[src/rtl/gpio_pkg.sv]
package gpio_pkg;

    // Sub-mode encodings in nibble bits 3:2
    localparam logic [1:0] SUB_ANALOG = 2'b00;
    localparam logic [1:0] SUB_FLOAT  = 2'b01;
    localparam logic [1:0] SUB_PULL   = 2'b10;
    localparam logic [1:0] DIR_INPUT  = 2'b00;

    typedef struct packed {
        logic [1:0] sub;   // bits 3:2
        logic [1:0] dir;   // bits 1:0, 00 = input, else output speed code
    } pin_cfg_t;

    localparam pin_cfg_t CFG_RESET = '{sub: SUB_FLOAT, dir: DIR_INPUT};

    typedef struct packed {
        logic oe;
        logic dout;
        logic pu;
        logic pd;
        logic od;
    } pad_ctl_t;

    typedef enum logic [2:0] {
        RA_CFG_LO = 3'd0,
        RA_CFG_HI = 3'd1,
        RA_INPUT  = 3'd2,
        RA_OUTPUT = 3'd3,
        RA_SETCLR = 3'd4
    } reg_addr_e;

    function automatic pad_ctl_t pin_decode(pin_cfg_t c, logic latch_bit, logic alt_bit);
        pad_ctl_t p;
        logic     val;
        p   = '0;
        val = 1'b0;
        if (c.dir == DIR_INPUT) begin
            if (c.sub == SUB_PULL) begin
                p.pu = latch_bit;
                p.pd = !latch_bit;
            end
        end else begin
            val    = c.sub[1] ? alt_bit : latch_bit;
            p.od   = c.sub[0];
            p.oe   = c.sub[0] ? !val : 1'b1;
            p.dout = c.sub[0] ? 1'b0 : val;
        end
        return p;
    endfunction

endpackage

[src/rtl/gpio_cfg_bank.sv]
module gpio_cfg_bank
    import gpio_pkg::*;
#(
    parameter int NPINS  = 16,
    parameter int WORD_W = 32
) (
    input  logic                     clk,
    input  logic                     rst,
    input  logic                     wr_en,
    input  logic [2:0]               wr_addr,
    input  logic [WORD_W-1:0]        wr_data,
    output logic [NPINS*4-1:0]       cfg_flat
);
    localparam int NIB_PER_WORD = WORD_W / 4;
    localparam int NWORDS       = (NPINS + NIB_PER_WORD - 1) / NIB_PER_WORD;

    logic [NWORDS*WORD_W-1:0] cfg_q;

    for (genvar w = 0; w < NWORDS; w++) begin : g_word
        always_ff @(posedge clk) begin
            if (rst)
                cfg_q[w*WORD_W +: WORD_W] <= {NIB_PER_WORD{CFG_RESET}};
            else if (wr_en && wr_addr == 3'(int'(RA_CFG_LO) + w))
                cfg_q[w*WORD_W +: WORD_W] <= wr_data;
        end
    end

    assign cfg_flat = cfg_q[NPINS*4-1:0];

endmodule

[src/rtl/gpio_out_latch.sv]
module gpio_out_latch
    import gpio_pkg::*;
#(
    parameter int NPINS  = 16,
    parameter int WORD_W = 32
) (
    input  logic              clk,
    input  logic              rst,
    input  logic              wr_en,
    input  logic [2:0]        wr_addr,
    input  logic [WORD_W-1:0] wr_data,
    output logic [NPINS-1:0]  latch_q
);
    localparam int CLR_OFS = WORD_W / 2;

    logic [NPINS-1:0] set_bits;
    logic [NPINS-1:0] clr_bits;

    assign set_bits = wr_data[NPINS-1:0];
    assign clr_bits = wr_data[CLR_OFS +: NPINS];

    always_ff @(posedge clk) begin
        if (rst)
            latch_q <= '0;
        else if (wr_en && wr_addr == RA_OUTPUT)
            latch_q <= set_bits;
        else if (wr_en && wr_addr == RA_SETCLR)
            latch_q <= (latch_q & ~clr_bits) | set_bits;   // set dominates
    end

endmodule

[src/rtl/gpio_in_sync.sv]
module gpio_in_sync #(
    parameter int NPINS  = 16,
    parameter int STAGES = 2
) (
    input  logic             clk,
    input  logic             rst,
    input  logic [NPINS-1:0] pad_in,
    output logic [NPINS-1:0] sync_q
);
    logic [NPINS-1:0] stage_q [STAGES];

    always_ff @(posedge clk) begin
        if (rst) begin
            for (int s = 0; s < STAGES; s++) stage_q[s] <= '0;
        end else begin
            stage_q[0] <= pad_in;
            for (int s = 1; s < STAGES; s++) stage_q[s] <= stage_q[s-1];
        end
    end

    assign sync_q = stage_q[STAGES-1];

endmodule

[src/rtl/gpio_pin_ctl.sv]
module gpio_pin_ctl
    import gpio_pkg::*;
(
    input  pin_cfg_t cfg,
    input  logic     latch_bit,
    input  logic     alt_bit,
    output logic     oe,
    output logic     dout,
    output logic     pu,
    output logic     pd,
    output logic     od
);
    pad_ctl_t ctl;

    always_comb ctl = pin_decode(cfg, latch_bit, alt_bit);

    assign oe   = ctl.oe;
    assign dout = ctl.dout;
    assign pu   = ctl.pu;
    assign pd   = ctl.pd;
    assign od   = ctl.od;

endmodule

[src/rtl/gpio_port.sv]
module gpio_port
    import gpio_pkg::*;
#(
    parameter int NPINS       = 16,   // 9 to 16: two configuration words
    parameter int WORD_W      = 32,
    parameter int SYNC_STAGES = 2
) (
    input  logic              clk,
    input  logic              rst,
    input  logic              bus_sel,
    input  logic              bus_wr,
    input  logic [2:0]        bus_addr,
    input  logic [WORD_W-1:0] bus_wdata,
    output logic [WORD_W-1:0] bus_rdata,
    input  logic [NPINS-1:0]  pad_di,
    input  logic [NPINS-1:0]  alt_do,
    output logic [NPINS-1:0]  pad_oe,
    output logic [NPINS-1:0]  pad_do,
    output logic [NPINS-1:0]  pad_pu,
    output logic [NPINS-1:0]  pad_pd,
    output logic [NPINS-1:0]  pad_od
);
    localparam int CFG_W = NPINS * 4;
    localparam int PAD_Z = WORD_W - NPINS;

    logic                 wr_en;
    logic [CFG_W-1:0]     cfg_flat;
    logic [NPINS-1:0]     out_q;
    logic [NPINS-1:0]     in_q;
    logic [2*WORD_W-1:0]  cfg_words;

    assign wr_en = bus_sel && bus_wr;

    gpio_cfg_bank #(.NPINS(NPINS), .WORD_W(WORD_W)) cfg_i (
        .clk(clk), .rst(rst), .wr_en(wr_en), .wr_addr(bus_addr),
        .wr_data(bus_wdata), .cfg_flat(cfg_flat)
    );

    gpio_out_latch #(.NPINS(NPINS), .WORD_W(WORD_W)) latch_i (
        .clk(clk), .rst(rst), .wr_en(wr_en), .wr_addr(bus_addr),
        .wr_data(bus_wdata), .latch_q(out_q)
    );

    gpio_in_sync #(.NPINS(NPINS), .STAGES(SYNC_STAGES)) sync_i (
        .clk(clk), .rst(rst), .pad_in(pad_di), .sync_q(in_q)
    );

    for (genvar p = 0; p < NPINS; p++) begin : g_pin
        gpio_pin_ctl pin_i (
            .cfg      (pin_cfg_t'(cfg_flat[p*4 +: 4])),
            .latch_bit(out_q[p]),
            .alt_bit  (alt_do[p]),
            .oe       (pad_oe[p]),
            .dout     (pad_do[p]),
            .pu       (pad_pu[p]),
            .pd       (pad_pd[p]),
            .od       (pad_od[p])
        );
    end

    // Unused nibbles of the high word read back as the floating-input code
    assign cfg_words = {{(2*WORD_W-CFG_W)/4{CFG_RESET}}, cfg_flat};

    always_comb begin
        case (bus_addr)
            RA_CFG_LO: bus_rdata = cfg_words[0 +: WORD_W];
            RA_CFG_HI: bus_rdata = cfg_words[WORD_W +: WORD_W];
            RA_INPUT:  bus_rdata = {{PAD_Z{1'b0}}, in_q};
            RA_OUTPUT: bus_rdata = {{PAD_Z{1'b0}}, out_q};
            default:   bus_rdata = '0;
        endcase
    end

endmodule

[config.mk]
export PLATFORM = sky130hd
export DESIGN_NAME = gpio_port
export DESIGN_NICKNAME = d
export VERILOG_FILES = /design/src/rtl/gpio_pkg.sv /design/src/rtl/gpio_cfg_bank.sv /design/src/rtl/gpio_out_latch.sv /design/src/rtl/gpio_in_sync.sv /design/src/rtl/gpio_pin_ctl.sv /design/src/rtl/gpio_port.sv
export SDC_FILE = /design/constraint.sdc
export NUM_CORES = 1
export LEC_CHECK = 0
export ABC_AREA = 1
export BUFFER_PORTS_ARGS = -buffer_cell sky130_fd_sc_hd__buf_2
export CAP_MARGIN = 15
export CORE_ASPECT_RATIO = 2
export CORE_MARGIN = 4
export CORE_UTILIZATION = 56
export CTS_CLUSTER_DIAMETER = 30
export CTS_CLUSTER_SIZE = 25
export DETAILED_ROUTE_END_ITERATION = 12
export PLACE_DENSITY = 0.89
export SLEW_MARGIN = 20
export SYNTH_ARGS = -nofsm -noshare
export SYNTH_HDL_FRONTEND = slang
export SYNTH_SLANG_ARGS = --single-unit
[constraint.sdc]
create_clock -name clk -period 2.5 [get_ports clk]
set_input_delay 0.25 -clock clk [delete_from_list [all_inputs] [get_ports clk]]
set_output_delay 0.25 -clock clk [all_outputs]
set_load 0.01 [all_outputs]
### Yosys cells after proc, flatten, opt, wreduce, memory -nomap -nowiden

Memory sizes are Yosys's and may differ from the RTL's.
Index checks and enable logic that the tools add are counted.

* output and inout bits: 112
* bits of input ports: 71
* word-level logic and storage cells: 204
* register bits: 80
* memories: 1
* RAM bits: 32

* bitwise operators: 5
* muxes and demuxes: 120
* reductions and logical operators: 55
* equality and inequality tests: 20

Memory list
* sync_i.stage_q: depth 2, bits a word 16, read ports 2, clocked after Yosys merged registers in 0, wr ports 2, RTL line gpio_in_sync.sv:10 `logic [NPINS-1:0] stage_q [STAGES];`

Operators with widths (number)
* $pmux 32 s4: 1
* $mux 2: 48
* $mux 1: 67
* $mux 16: 4
* $eq 2x2->1 const B: 16
* $logic_not 1->1: 32
* $logic_not 2->1: 16
* $and 16x16->16: 1
* $not 16->16: 1
* $or 16x16->16: 1
* $eq 3x2->1 const B: 2
* $logic_and 1x1->1: 5
* $eq 3x1->1 const B: 1
* $eq 3x3->1 const B: 1
* $logic_not 3->1: 1
* $or 1x1->1: 2
* $reduce_bool 2->1: 1

### Depth between registers and ports, before layout

* depth after elaboration: 5
* mapped depth: 7
* mapped depth without buffers: 6

### Modules after synthesis

Synthesis repeated with hierarchy kept, for this count alone.

* cells, all modules: 1127
* area, all modules: 6656.4 um2

By module, submodules not included
* gpio_cfg_bank: sequential area each 1281.2 um2, times used 1, area each 2612.5 um2, cells each 366
* gpio_pin_ctl: sequential area each 0.0 um2, times used 16, area each 77.6 um2, cells each 20
* gpio_in_sync: sequential area each 640.6 um2, times used 1, area each 1034.7 um2, cells each 115
* gpio_port: sequential area each 0.0 um2, times used 1, area each 975.9 um2, cells each 230
* gpio_out_latch: sequential area each 320.3 um2, times used 1, area each 792.0 um2, cells each 96

### Worst setup path after synthesis

Ideal clock, no wire load.

* path type: input -> output
* from: in bus_addr[2]
* to: out bus_rdata[13]
* stages: 5
* required time: 2.250 ns
* path buffers: 2
* arrival time: 1.162 ns
* slack: 1.088 ns
* cells stage by stage: buf_2 > nor3_2 > buf_2 > a22oi_1 > nand3_1

* cells in the longest elaborated chain, start to end: 2
* elaborated cells on any way between the ends: 5
* those cells by class: 3 x eq/ne; 1 x mux; 1 x reduce/logical

RTL lines
* from (decl): RTL line gpio_port.sv:12 `input logic [2:0] bus_addr,`
* $eq 3x2->1 (tied with other cells): RTL line gpio_port.sv:65 `case (bus_addr)`
* $pmux 32 s4 (*): RTL line gpio_port.sv:65
* to (decl): RTL line gpio_port.sv:14 `output logic [WORD_W-1:0] bus_rdata,`

Mark *: on every way between the ends. The rest lies on a longest branch, timed or not.

### Final worst setup path

* from: in bus_addr[1]
* to: out bus_rdata[6]

Same word-level chain as after synthesis.

==> results_dict.tcl <==
set metrics [dict create \
    status "complete, no violations" \
    syn2layout_area_growth_pct 12.2 \
    syn_area_per_cell_um2 6.79 \
    ys_top_cells_by_area "dfxtp_1 38%, nor2_1 11%, buf_4 10%, nand2_1 7.7%, inv_1 6.4%" \
    synth_top_family_by_area "simple AND/OR/NAND/NOR gates" \
    power.density_mw_per_mm2 575 \
    path_cells "buf_2, inv_1, nand3_4, inv_1, nand2_1, nand3_1, buf_2" \
    grt.total_usage 0.302 \
    yosysSeqAreaShare 0.380 \
    fin_util 0.648 \
    routedWlPerCell_um 16.7 \
    fp.coreArea_mm2 0.0102 \
    dp_hpwl_mm 13.2 \
    seqCellArea_mm2 0.00224 \
    yosys.area_share.adder 0 \
    synth_area_mm2 0.00590 \
    synth_compound_area_frac 0.152 \
    critPathCaptureType "primary output" \
    rsz0062_at_grt "false" \
    muxShareOfSynthArea 0 \
    setup_viol 0 \
    synthXorXnorAreaFrac 0 \
    critical_path_buf_inv_count 4 \
    hold_depth 3 \
    dieArea_mm2 0.0123 \
    finClkSkew_ns 0.00511 \
    cts_hold_buf 0 \
    tightest_slew_ns 0.878 \
    p_total_mw 3.80 \
    fillers 930 \
    grt_pass1_wl_mm 28.9 \
    root_buffer "clkbuf_16" \
    crit_slowest_cell "inv_1" \
    r2r-end "latch_i.latch_q[2]$_SDFFE_PP0P_" \
    multi_input_area_mm2 0.00249 \
    dpl_cell_area_mm2 0.00630 \
    max_slew_margin 0.414 \
    die_h_um 153 \
    cts_max_level 3 \
    post_cts_buffers 0 \
    wirelength_mm 18.3 \
    io_buffers 182 \
    setup_slack_ns 0.401 \
    drive_gt1_frac 0.226 \
    min_to "sync_i.stage_q[0][8]$_SDFF_PP0_" \
    cp_data_arrival_time_ns 1.85 \
    power.leakage_nw 3.40 \
    period_needed_ns 2.10 \
    drc 0 \
    dr.pass1.iters 6 \
    reg2reg_slack_ns 1.46 \
    rows 52 \
    ir_drop_uv 420 \
    drv_cap 0 \
    synth_top_area_frac 0.380 \
    drv_slew 0 \
    initial_core_util 0.578 \
    hold_viol 0 \
    final_nets 1025 \
    cp_max_fo 24 \
    die_w_um 80.6 \
    setup_tns_ns 0 \
    grt_overflow 0 \
    drt_iter0_markers 561 \
    numCtsBuffers 9 \
    vias_per_cell 5.52 \
    clk_latency_ns 0.35 \
    final_common_cell "buf_2" \
    hp-start "pad_di[8]" \
    clock_sinks 112 \
    critPathTopFamily "buffers and inverters" \
    use_met3 0.0448 \
    cp-start-kind "primary input" \
    r2r_cells 4 \
    netlist_instances 869 \
    critPathMaxStageDelay_ns 0.69 \
    cts-resized-gates 0 \
    max_freq_mhz 477 \
    antenna_found_initial 2 \
    use_met1 0.322 \
    final_area_mm2 0.00662 \
    crit_type "primary input to primary output" \
    ys_ff_latch 112 \
    final_cell_mix "182 x buf_2, 176 x nor2_1, 121 x nand2_1" \
    min_period_over_period 0.839 \
    grt-busiest-layer "met2" \
    cts_tree "built" \
    ys_warn_count 0 \
    yosys.area_share.simple 0.270 \
    clkSlewWorstSetupHoldPaths_ns 0.07 \
    grt_pass1_vias 5811 \
    hold_path.class "primary input to flip-flop" \
    post-place-ws_ns 0.458 \
    grt_max_degree 57 \
    gp_congestion 0.940 \
    vias 6047 \
    synth_nets 940 \
    io-pin-count 183 \
    ant_nets 0 \
    yosysTopAreaCell "dfxtp_1" \
    cp_data_required_time_ns 2.25 \
    r2r_start "latch_i.latch_q[2]$_SDFFE_PP0P_" \
    grtUsageMet2 0.516 \
    synth_cell_type_count 27 \
    cts_buffer_depth 2 \
]
==> cells in the mapped netlist <==
master and number:
o211ai_1 8, nand2_1 121, buf_1 6, inv_1 101
nand3_4 1, clkbuf_1 13, inv_2 2, nor4_1 32
nand2_2 2, o21ai_1 5, nand4_1 16, nand2_4 1
a22o_1 3, nor2_1 176, o22ai_1 8, nor2_4 3
o21ai_0 67, buf_2 19, a22oi_1 16, a21oi_1 56
clkinv_1 1, nand3_1 17, nor3_2 1, nor2_2 1
buf_4 80, dfxtp_1 112, buf_6 1
==> registers in the layout (all words and copies together), names as in the netlist <==
name / count
cfg_i.cfg_flat: 64
sync_i.stage_q: 32
latch_i.latch_q: 16
==> worst max-delay path by stage <==
| stage | start | to | slack (ns) | cells after the start |
|---|---|---|---|---|
| final | bus_addr[1] | bus_rdata[6] | 0.40 | 7 |
| after detailed placement | bus_addr[1] | bus_rdata[12] | 0.46 | 7 |
| after global routing | bus_addr[1] | bus_rdata[6] | 0.29 | 7 |
| after global placement | bus_addr[2] | bus_rdata[13] | 0.56 | 7 |
| after CTS | bus_addr[2] | bus_rdata[6] | 0.42 | 7 |
| after floorplan | bus_addr[2] | bus_rdata[13] | 1.09 | 5 |
==> tightest hold or removal path, delay by kind of cell <==
kind | cells | cell delay (ns)
buffers and inverters | 2 | 0.10
and+or+nand+nor | 1 | 0.06
==> through the flow <==
step,instances,hold slack (ns)
CTS,1094,0.0979
global placement,1078,0.390
floorplan,869,0.357
global route,1096,0.124
finish,1096,0.0965
detailed placement,1078,0.392
==> where the power goes <==
part / total [mW] / leakage, nW / switching (mW) / internal [mW]
combinational: 0.380 / 2.34 / 0.251 / 0.129
sequential: 1.87 / 0.913 / 0.0373 / 1.84
clock: 1.55 / 0.154 / 0.644 / 0.906
==> per-layer routing <==
metal	wire [um]	up-vias	part of all wire
met5	0	-	0
met4	1420	0	0.078
met3	1400	85	0.076
met2	9220	361	0.50
met1	6230	2701	0.34
li1	-	2900	-
==> layout make-up <==
| type | count | share of cell area |
|---|---|---|
| multi-input cells | 534 | 0.376 |
| flip-flops and latches | 112 | 0.339 |
| inverters | 104 | 0.0590 |
| clock buffers | 13 | 0.0378 |
| repair buffers | 193 | 0.152 |
| well taps | 135 | 0.0255 |
| diodes | 2 | 0.000756 |
| clock inverters | 3 | 0.00983 |
==> cells by family (layout without fill, tap and decap cells) <==
logic type	count (synthesis)	in the layout
buffers and inverters	223	313
and+or+nand+nor	371	371
other	0	2
DFF	112	112
AOI/OAI and AO/OA	163	163
(Power assumes the default switching activity.)
